===== src/rtl/ssv_pkg.sv =====
`timescale 1ns/1ps
package ssv_pkg;
  typedef enum logic [1:0] {
    ST_IDLE = 2'd0,
    ST_RAMP = 2'd1,
    ST_HOLD = 2'd2,
    ST_REG  = 2'd3
  } ssv_state_e;

  localparam int unsigned NUM_RAILS = 2;
endpackage


===== src/rtl/ssv_tick_timer.sv =====
`timescale 1ns/1ps
module ssv_tick_timer #(
  parameter int unsigned TICK_CYCLES = 188
) (
  input  logic clk,
  input  logic rst_n,
  input  logic run,
  input  logic clr,
  output logic tick
);
  localparam int unsigned CW = (TICK_CYCLES > 1) ? $clog2(TICK_CYCLES) : 1;
  localparam logic [CW-1:0] LAST = CW'(TICK_CYCLES - 1);

  logic [CW-1:0] cnt_q;

  assign tick = run && (cnt_q == LAST);

  always_ff @(posedge clk or negedge rst_n) begin
    if (!rst_n) begin
      cnt_q <= '0;
    end else if (clr) begin
      cnt_q <= '0;
    end else if (run) begin
      if (tick) cnt_q <= '0;
      else      cnt_q <= cnt_q + 1'b1;
    end
  end

  // the interval counter never passes its last value
  p_tick_bound_r2: assert property (@(posedge clk) disable iff (!rst_n)
    cnt_q <= LAST);
endmodule


===== src/rtl/ssv_ramp_gen.sv =====
`timescale 1ns/1ps
module ssv_ramp_gen #(
  parameter int unsigned CODE_W  = 10,
  parameter int unsigned REF_MV  = 800,
  parameter int unsigned STEP_MV = 1
) (
  input  logic              clk,
  input  logic              rst_n,
  input  logic              clr,
  input  logic              adv,
  output logic [CODE_W-1:0] ramp
);
  localparam int unsigned EW = CODE_W + 1;
  localparam logic [EW-1:0] REF_E  = EW'(REF_MV);
  localparam logic [EW-1:0] STEP_E = EW'(STEP_MV);

  logic [EW-1:0]     sum_e;
  logic [CODE_W-1:0] next_up;

  always_comb begin
    sum_e = {1'b0, ramp} + STEP_E;
    if (sum_e >= REF_E) next_up = REF_E[CODE_W-1:0];
    else                next_up = sum_e[CODE_W-1:0];
  end

  always_ff @(posedge clk or negedge rst_n) begin
    if (!rst_n)   ramp <= '0;
    else if (clr) ramp <= '0;
    else if (adv) ramp <= next_up;
  end

  // ramp is bounded by the reference code
  p_ramp_bound_r3: assert property (@(posedge clk) disable iff (!rst_n)
    {1'b0, ramp} <= REF_E);

  // a change of the ramp is a return to zero or a rise of at most one step
  p_ramp_step_r2: assert property (@(posedge clk) disable iff (!rst_n)
    (ramp != $past(ramp) && ramp != '0) |->
      (ramp > $past(ramp) && ({1'b0, ramp} - {1'b0, $past(ramp)}) <= STEP_E));
endmodule


===== src/rtl/ssv_rail_monitor.sv =====
`timescale 1ns/1ps
module ssv_rail_monitor #(
  parameter int unsigned CODE_W          = 10,
  parameter int unsigned REF_MV          = 800,
  parameter int unsigned FAULT_MARGIN_MV = 100,
  parameter int unsigned REG_TOL_MV      = 20
) (
  input  logic [CODE_W-1:0] fb,
  input  logic [CODE_W-1:0] ramp,
  output logic              short_det,
  output logic              at_target
);
  localparam int unsigned EW = CODE_W + 2;
  localparam logic [EW-1:0] MARGIN_E = EW'(FAULT_MARGIN_MV);
  localparam logic [EW-1:0] FLOOR_E  =
    (REG_TOL_MV >= REF_MV) ? '0 : EW'(REF_MV - REG_TOL_MV);

  logic [EW-1:0] fb_e;
  logic [EW-1:0] ramp_e;

  always_comb begin
    fb_e      = EW'(fb);
    ramp_e    = EW'(ramp);
    short_det = (fb_e + MARGIN_E) < ramp_e;
    at_target = fb_e >= FLOOR_E;
  end
endmodule


===== src/rtl/ssv_hiccup_ctr.sv =====
`timescale 1ns/1ps
module ssv_hiccup_ctr #(
  parameter int unsigned CNT_W = 4
) (
  input  logic             clk,
  input  logic             rst_n,
  input  logic             clr,
  input  logic             inc,
  output logic [CNT_W-1:0] count
);
  localparam logic [CNT_W-1:0] CMAX = '1;

  always_ff @(posedge clk or negedge rst_n) begin
    if (!rst_n)                      count <= '0;
    else if (clr)                    count <= '0;
    else if (inc && count != CMAX)   count <= count + 1'b1;
  end

  // a saturated count stays saturated unless a new session clears it
  p_cnt_sat_r9: assert property (@(posedge clk) disable iff (!rst_n)
    (count == CMAX && !clr) |=> count == CMAX);

  // the count moves by at most one per edge unless cleared
  p_cnt_step_r9: assert property (@(posedge clk) disable iff (!rst_n)
    (count != $past(count) && count != '0) |-> count == $past(count) + 1'b1);
endmodule


===== src/rtl/ssv_softstart_supervisor.sv =====
`timescale 1ns/1ps
module ssv_softstart_supervisor
  import ssv_pkg::*;
#(
  parameter int unsigned CODE_W          = 10,
  parameter int unsigned REF_MV          = 800,
  parameter int unsigned STEP_MV         = 1,
  parameter int unsigned TICK_CYCLES     = 188,
  parameter int unsigned FAULT_MARGIN_MV = 100,
  parameter int unsigned REG_TOL_MV      = 20,
  parameter int unsigned CNT_W           = 4
) (
  input  logic              clk,
  input  logic              rst_n,
  input  logic              enable,
  input  logic [CODE_W-1:0] fb_a_mv,
  input  logic [CODE_W-1:0] fb_b_mv,
  output logic [CODE_W-1:0] ramp_mv,
  output logic              rail_en_a,
  output logic              rail_en_b,
  output logic              in_reg,
  output logic [CNT_W-1:0]  hiccup_cnt
);
  localparam logic [CODE_W-1:0] REF_CODE = CODE_W'(REF_MV);

  ssv_state_e state_q, state_d;

  logic [NUM_RAILS-1:0][CODE_W-1:0] fb_vec;
  logic [NUM_RAILS-1:0]             short_vec;
  logic [NUM_RAILS-1:0]             ok_vec;
  logic any_short, all_ok, at_ref, tick;
  logic timer_run, timer_clr, ramp_clr, ramp_adv, cnt_clr, cnt_inc;

  assign fb_vec[0] = fb_a_mv;
  assign fb_vec[1] = fb_b_mv;

  for (genvar g = 0; g < NUM_RAILS; g++) begin : g_rail
    ssv_rail_monitor #(
      .CODE_W(CODE_W), .REF_MV(REF_MV),
      .FAULT_MARGIN_MV(FAULT_MARGIN_MV), .REG_TOL_MV(REG_TOL_MV)
    ) i_mon (
      .fb(fb_vec[g]), .ramp(ramp_mv),
      .short_det(short_vec[g]), .at_target(ok_vec[g])
    );
  end

  assign any_short = |short_vec;
  assign all_ok    = &ok_vec;
  assign at_ref    = (ramp_mv == REF_CODE);

  always_comb begin
    state_d = state_q;
    unique case (state_q)
      ST_IDLE: if (enable) state_d = ST_RAMP;
      ST_RAMP: begin
        if (!enable)               state_d = ST_IDLE;
        else if (any_short)        state_d = ST_HOLD;
        else if (at_ref && all_ok) state_d = ST_REG;
      end
      ST_HOLD: begin
        if (!enable)   state_d = ST_IDLE;
        else if (tick) state_d = ST_RAMP;
      end
      ST_REG:  if (!enable) state_d = ST_IDLE;
      default: state_d = ST_IDLE;
    endcase
  end

  always_ff @(posedge clk or negedge rst_n) begin
    if (!rst_n) state_q <= ST_IDLE;
    else        state_q <= state_d;
  end

  assign timer_run = (state_q == ST_RAMP) || (state_q == ST_HOLD);
  assign timer_clr = (state_d != state_q);
  assign ramp_clr  = (state_d == ST_IDLE) || (state_d == ST_HOLD);
  assign ramp_adv  = (state_q == ST_RAMP) && (state_d == ST_RAMP) && tick;
  assign cnt_clr   = (state_q == ST_IDLE) && enable;
  assign cnt_inc   = (state_q == ST_RAMP) && (state_d == ST_HOLD);

  ssv_tick_timer #(.TICK_CYCLES(TICK_CYCLES)) i_timer (
    .clk(clk), .rst_n(rst_n), .run(timer_run), .clr(timer_clr), .tick(tick)
  );

  ssv_ramp_gen #(.CODE_W(CODE_W), .REF_MV(REF_MV), .STEP_MV(STEP_MV)) i_ramp (
    .clk(clk), .rst_n(rst_n), .clr(ramp_clr), .adv(ramp_adv), .ramp(ramp_mv)
  );

  ssv_hiccup_ctr #(.CNT_W(CNT_W)) i_cnt (
    .clk(clk), .rst_n(rst_n), .clr(cnt_clr), .inc(cnt_inc), .count(hiccup_cnt)
  );

  assign rail_en_a = (state_q == ST_RAMP) || (state_q == ST_REG);
  assign rail_en_b = rail_en_a;
  assign in_reg    = (state_q == ST_REG);

  // a short seen while ramping clears the ramp and both enables next edge
  p_short_restart_r4: assert property (@(posedge clk) disable iff (!rst_n)
    (rail_en_a && !in_reg && enable && any_short) |=>
      (ramp_mv == '0 && !rail_en_a && !rail_en_b));

  // a low enable leads to idle outputs at the next edge
  p_disable_idle_r10: assert property (@(posedge clk) disable iff (!rst_n)
    !enable |=> (ramp_mv == '0 && !rail_en_a && !rail_en_b && !in_reg));

  // regulation holds regardless of feedback while enabled
  p_reg_hold_r8: assert property (@(posedge clk) disable iff (!rst_n)
    (in_reg && enable) |=>
      (in_reg && rail_en_a && rail_en_b && ramp_mv == REF_CODE &&
       hiccup_cnt == $past(hiccup_cnt)));

  // regulation is entered only from a full ramp with both rails in window
  p_reg_entry_r7: assert property (@(posedge clk) disable iff (!rst_n)
    $rose(in_reg) |-> ($past(ramp_mv) == REF_CODE && $past(all_ok)));

  // the two rails are always switched together
  p_en_pair_r6: assert property (@(posedge clk) disable iff (!rst_n)
    rail_en_a == rail_en_b);
endmodule


===== config.mk =====
export PLATFORM = sky130hd
export DESIGN_NAME = ssv_softstart_supervisor
export DESIGN_NICKNAME = d
export VERILOG_FILES = /design/src/rtl/ssv_pkg.sv /design/src/rtl/ssv_tick_timer.sv /design/src/rtl/ssv_ramp_gen.sv /design/src/rtl/ssv_rail_monitor.sv /design/src/rtl/ssv_hiccup_ctr.sv /design/src/rtl/ssv_softstart_supervisor.sv
export SDC_FILE = /design/constraint.sdc
export NUM_CORES = 1
export LEC_CHECK = 0
export ABC_AREA = 1
export BUFFER_PORTS_ARGS = -buffer_cell sky130_fd_sc_hd__buf_2
export CAP_MARGIN = 40
export CORE_UTILIZATION = 42
export CTS_CLUSTER_DIAMETER = 120
export DETAILED_ROUTE_END_ITERATION = 10
export SLEW_MARGIN = 15
export SYNTH_ARGS = -nofsm -noshare
export SYNTH_HDL_FRONTEND = slang
export SYNTH_SLANG_ARGS = --single-unit

===== constraint.sdc =====
create_clock -name clk -period 5.2 [get_ports clk]
set_clock_uncertainty 0.2 [all_clocks]
set_input_delay 0.52 -clock clk [delete_from_list [all_inputs] [get_ports clk]]
set_output_delay 0.52 -clock clk [all_outputs]
set_load 0.03 [all_outputs]

==> summary by stage <==
STA
The number of failing hold endpoints at the final stage is 0. Derived from the worst setup path, the maximum achievable clock frequency is 375 MHz. The fraction of the cycle the final worst path needs is 0.513.

The post-layout worst setup margin is 2530 ps. Hold timing on the final database bottoms out at a slack of 37.2 ps. Subtracting the final worst setup slack from the clock period gives 2670 ps.

Headroom to the max-slew limit came out at 0.605. The slew at the pin closest to its max-slew limit is 593 ps. The number of pins with negative max-slew slack in the final report is 0. After routing, the total negative slack on setup checks comes to 0 ps. Setup repair after global routing left no endpoint under its margin. Setup violations remaining at the end of the flow were counted as 0.

Yosys
The count of unique library cells instantiated by Yosys is 34. The fraction of the mapped netlist area in simple logic gates is 0.383. After technology mapping, the gate count stands at 365. The number of enable flip-flop cells after synthesis is 0. After synthesis, the share of cell area in mux cells is 0.00403. The share of Yosys cell area claimed by the top area cell type is 0.242. The async set or reset register ratio after synthesis is 1.00. By area the synthesized netlist is led by dfrtp_1, ha_1, nand2_1. During synthesis, Yosys emitted a total of 0 warnings.

Of the total synthesized cell area, the portion taken by XOR and XNOR cells is 0.0353. After synthesis the netlist holds a flip-flop and latch count of 24. The total nets after synthesis is 417. dfrtp_1 takes more of the synthesized area than any other cell. The main combinational cell family by area after synthesis is simple AND/OR/NAND/NOR gates.

The sequential area share after synthesis is 0.242. The synthesized area is 0.00248 sq mm. In the synthesized netlist the dominant register cell turns out to be dfrtp_1. The compound-cell area share of the yosys netlist came to 0.0806. The adder and majority cell fraction of the synthesized area is 0.146. The average cell area after synthesis is 6.80 sq um.

Power
Power spread over the standard cell area amounts to 277 mW/mm^2. The overall power is 781 uW. For this design the static power due to leakage is 1.48 nW. VDD sags by at most 0.140 mV.

Route
Once detail routing completed, the nets flagged for antenna violations numbered 0. The DRC violations left is 0. In the final routed layout, each cell accounts on average for 12.2 um. The first routing iteration left 86 violations. In the routed layout, each cell is associated on average with a via count of 4.88. The number of iterations in the first detailed-routing pass is 4. The wire length after detailed routing is 5.85 mm. The routed layout has 2332 vias.

Critical path
The type of the worst setup path is in -> reg. The worst setup path is launched from an input pin. The critical path endpoint category is a flip-flop. The startpoint of the most critical register-to-register path is state_q[1].

The cell class contributing the biggest share of worst-path delay is simple AND/OR/NAND/NOR gates. The delay of the slowest cell on the worst path is 270 ps. The cell count of the worst reg-to-reg path is 9. The critical path goes through buf_2, ha_1, nand2_1, inv_1, o21ai_0, nand2_1, ha_1, nand2_1, inv_1, nand2_1, nand2_1, nand3_1, nand2_1, clkinv_1, nand2_1, nand3_1, nand2_1, nand2_2, nand2_4, nand2_2, nand3_1, o21ai_1. The end of the worst register-to-register path is i_ramp.ramp[9]. The cell at the slowest stage of the critical path is ha_1. The critical path runs through a total of 22 cells. The endpoint of the most critical setup path is i_ramp.ramp[9].

Data on the critical path is required at its endpoint by 5160 ps. The critical path contains buffers and inverters numbering 4 combined. The register-to-register setup slack is 2600 ps.

The worst-path maximum fanout is 10. The critical path starts at fb_b_mv[2]. The most common cell type on the critical path is nand2_1. The critical path data arrival time is 2630 ps.

Placement
The HPWL after detailed placement is 4.67 mm. At the placement stage, the worst setup path has a slack of 2240 ps. At the end of routability-driven placement, the weighted congestion stood at 0.820. The number of buffers inserted by port buffering is 39.

Outcome
The run finished with clean final reports.

Cells and area
In the final layout, flip-flops and latches occupy 601 sq um. The final-stage net count is 459. The multi-input combinational cells in the finished layout cover a total of 0.00161 sq mm. The area overhead of the layout relative to synthesis is 13.6%.

The count of filler cells inserted in the layout is 593. In the final layout, the share of cells above drive strength 1 is 0.182. The repair_antennas step left the layout with diodes totalling 0.

GRT
The wire length of the first global-routing pass is 10.1 mm. met2 is the most crowded layer. The via count of the first global-routing pass is 2129.

The number of antenna violations at the first check in global routing is 0. Summed over all layers, the global routing overflow is 0. The maximum number of pins on one net before global-route repair is 25.

The total routing usage reported by global routing is 0.208. The met3 usage is 0.0241. The routing usage on met1 is 0.306. The global-route met2 utilization is 0.328.

Die
The total area inside the core boundary comes to 0.00561 sq mm. Pin placement for this block handled 40 I/O pins. The starting utilization of the core area is 0.443. The die covers 0.00622 sq mm.

The x dimension of the die is 78.9 um. The standard-cell row count is 27. The vertical die dimension is 78.9 um.

Clock network
After clock tree synthesis, the setup repair step added 0 buffers. After clock tree synthesis, the clock-pin slew on the worst setup and hold paths is 90 ps. Gates resized during post-CTS repair numbered 0. Counting the buffers created by CTS gives 3. In this run the number of H-tree levels came out at 1. The clock tree from TritonCTS is built. Buffers inserted to repair hold after CTS numbered 0. The clock passes through at most 2 buffers. The number of clock sinks seen by CTS is 24.

The clock root buffer is clkbuf_8. At the later pin of the worst-skew pair, clock insertion delay measures 270 ps.

Worst hold path
The tightest min-delay check is of the in -> async type.

Job
Across the run, the number of max-cap violations was 0.
-- per-layer routing --
layer,part of all wire,wire [um],up-vias
met3,0.023,132,2
met2,0.44,2590,25
li1,-,-,1253
met5,0,0,-
met4,0.0053,31,0
met1,0.53,3100,1052
-- cell type report --
class / instances / share of cell area
clock buffer: 3 / 0.0146
clock inverter: 1 / 0.0106
inverter: 66 / 0.0896
multi-input combinational: 273 / 0.571
sequential: 24 / 0.213
tap: 72 / 0.0319
timing repair buffer: 39 / 0.0692
-- registers in the layout, summed over array words and instances (netlist names) --
name	cells
i_cnt.count	4
i_ramp.ramp	10
i_timer.cnt_q	8
state_q	2
-- cell usage after synthesis (6+ instances only) --
| cell type | number |
|---|---|
| a21oi_1 | 12 |
| inv_1 | 60 |
| xor2_1 | 8 |
| nand2_1 | 85 |
| o21ai_0 | 9 |
| o21ai_1 | 10 |
| dfrtp_1 | 24 |
| nand3_1 | 47 |
| nand2_2 | 6 |
| nor2_1 | 31 |
| ha_1 | 29 |
-- power by group --
group / internal (mW) / switching [mW] / total, mW
combinational: 0.121 / 0.270 / 0.391
clock: 0.103 / 0.0634 / 0.166
sequential: 0.202 / 0.0212 / 0.223
-- through the flow --
step	std cells	instance area, sq um	util
finish	478	2820	0.503
global route	478	2820	0.503
CTS	478	2820	0.503
detailed placement	474	2750	0.490
global placement	474	2750	0.490
floorplan	365	2480	-
-- placed cells by master, fill, tap and decap left out, types with 8 or more instances in the layout --
cell type  netlist  layout
buf_2            0      39
inv_1           60      60
nand3_1         47      47
xor2_1           8       8
a21oi_1         12      12
ha_1            29      29
nand2_1         85      85
dfrtp_1         24      24
o21ai_1         10      10
o21ai_0          9       9
nor2_1          31      31
-- worst min path at each step --
stage,depth (start not counted),to,slack (ps)
2_1_floorplan,0,i_cnt.count[0],20
3_3_place_gp,2,i_ramp.ramp[8],350
3_5_place_dp,2,i_cnt.count[1],360
4_1_cts,1,i_timer.cnt_q[2],60
5_1_grt,1,i_ramp.ramp[0],80
6_report,1,i_ramp.ramp[0],40
-- cells by family (layout without fill, tap and decap cells) --
logic type / after synthesis / after routing
buf+inv: 68 / 109
flops: 24 / 24
simple gates: 196 / 196
mux: 1 / 1
xor+xnor: 10 / 10
fa+ha+maj: 29 / 29
compound gates: 37 / 37
Note: power is estimated with default switching activity, not from simulation.
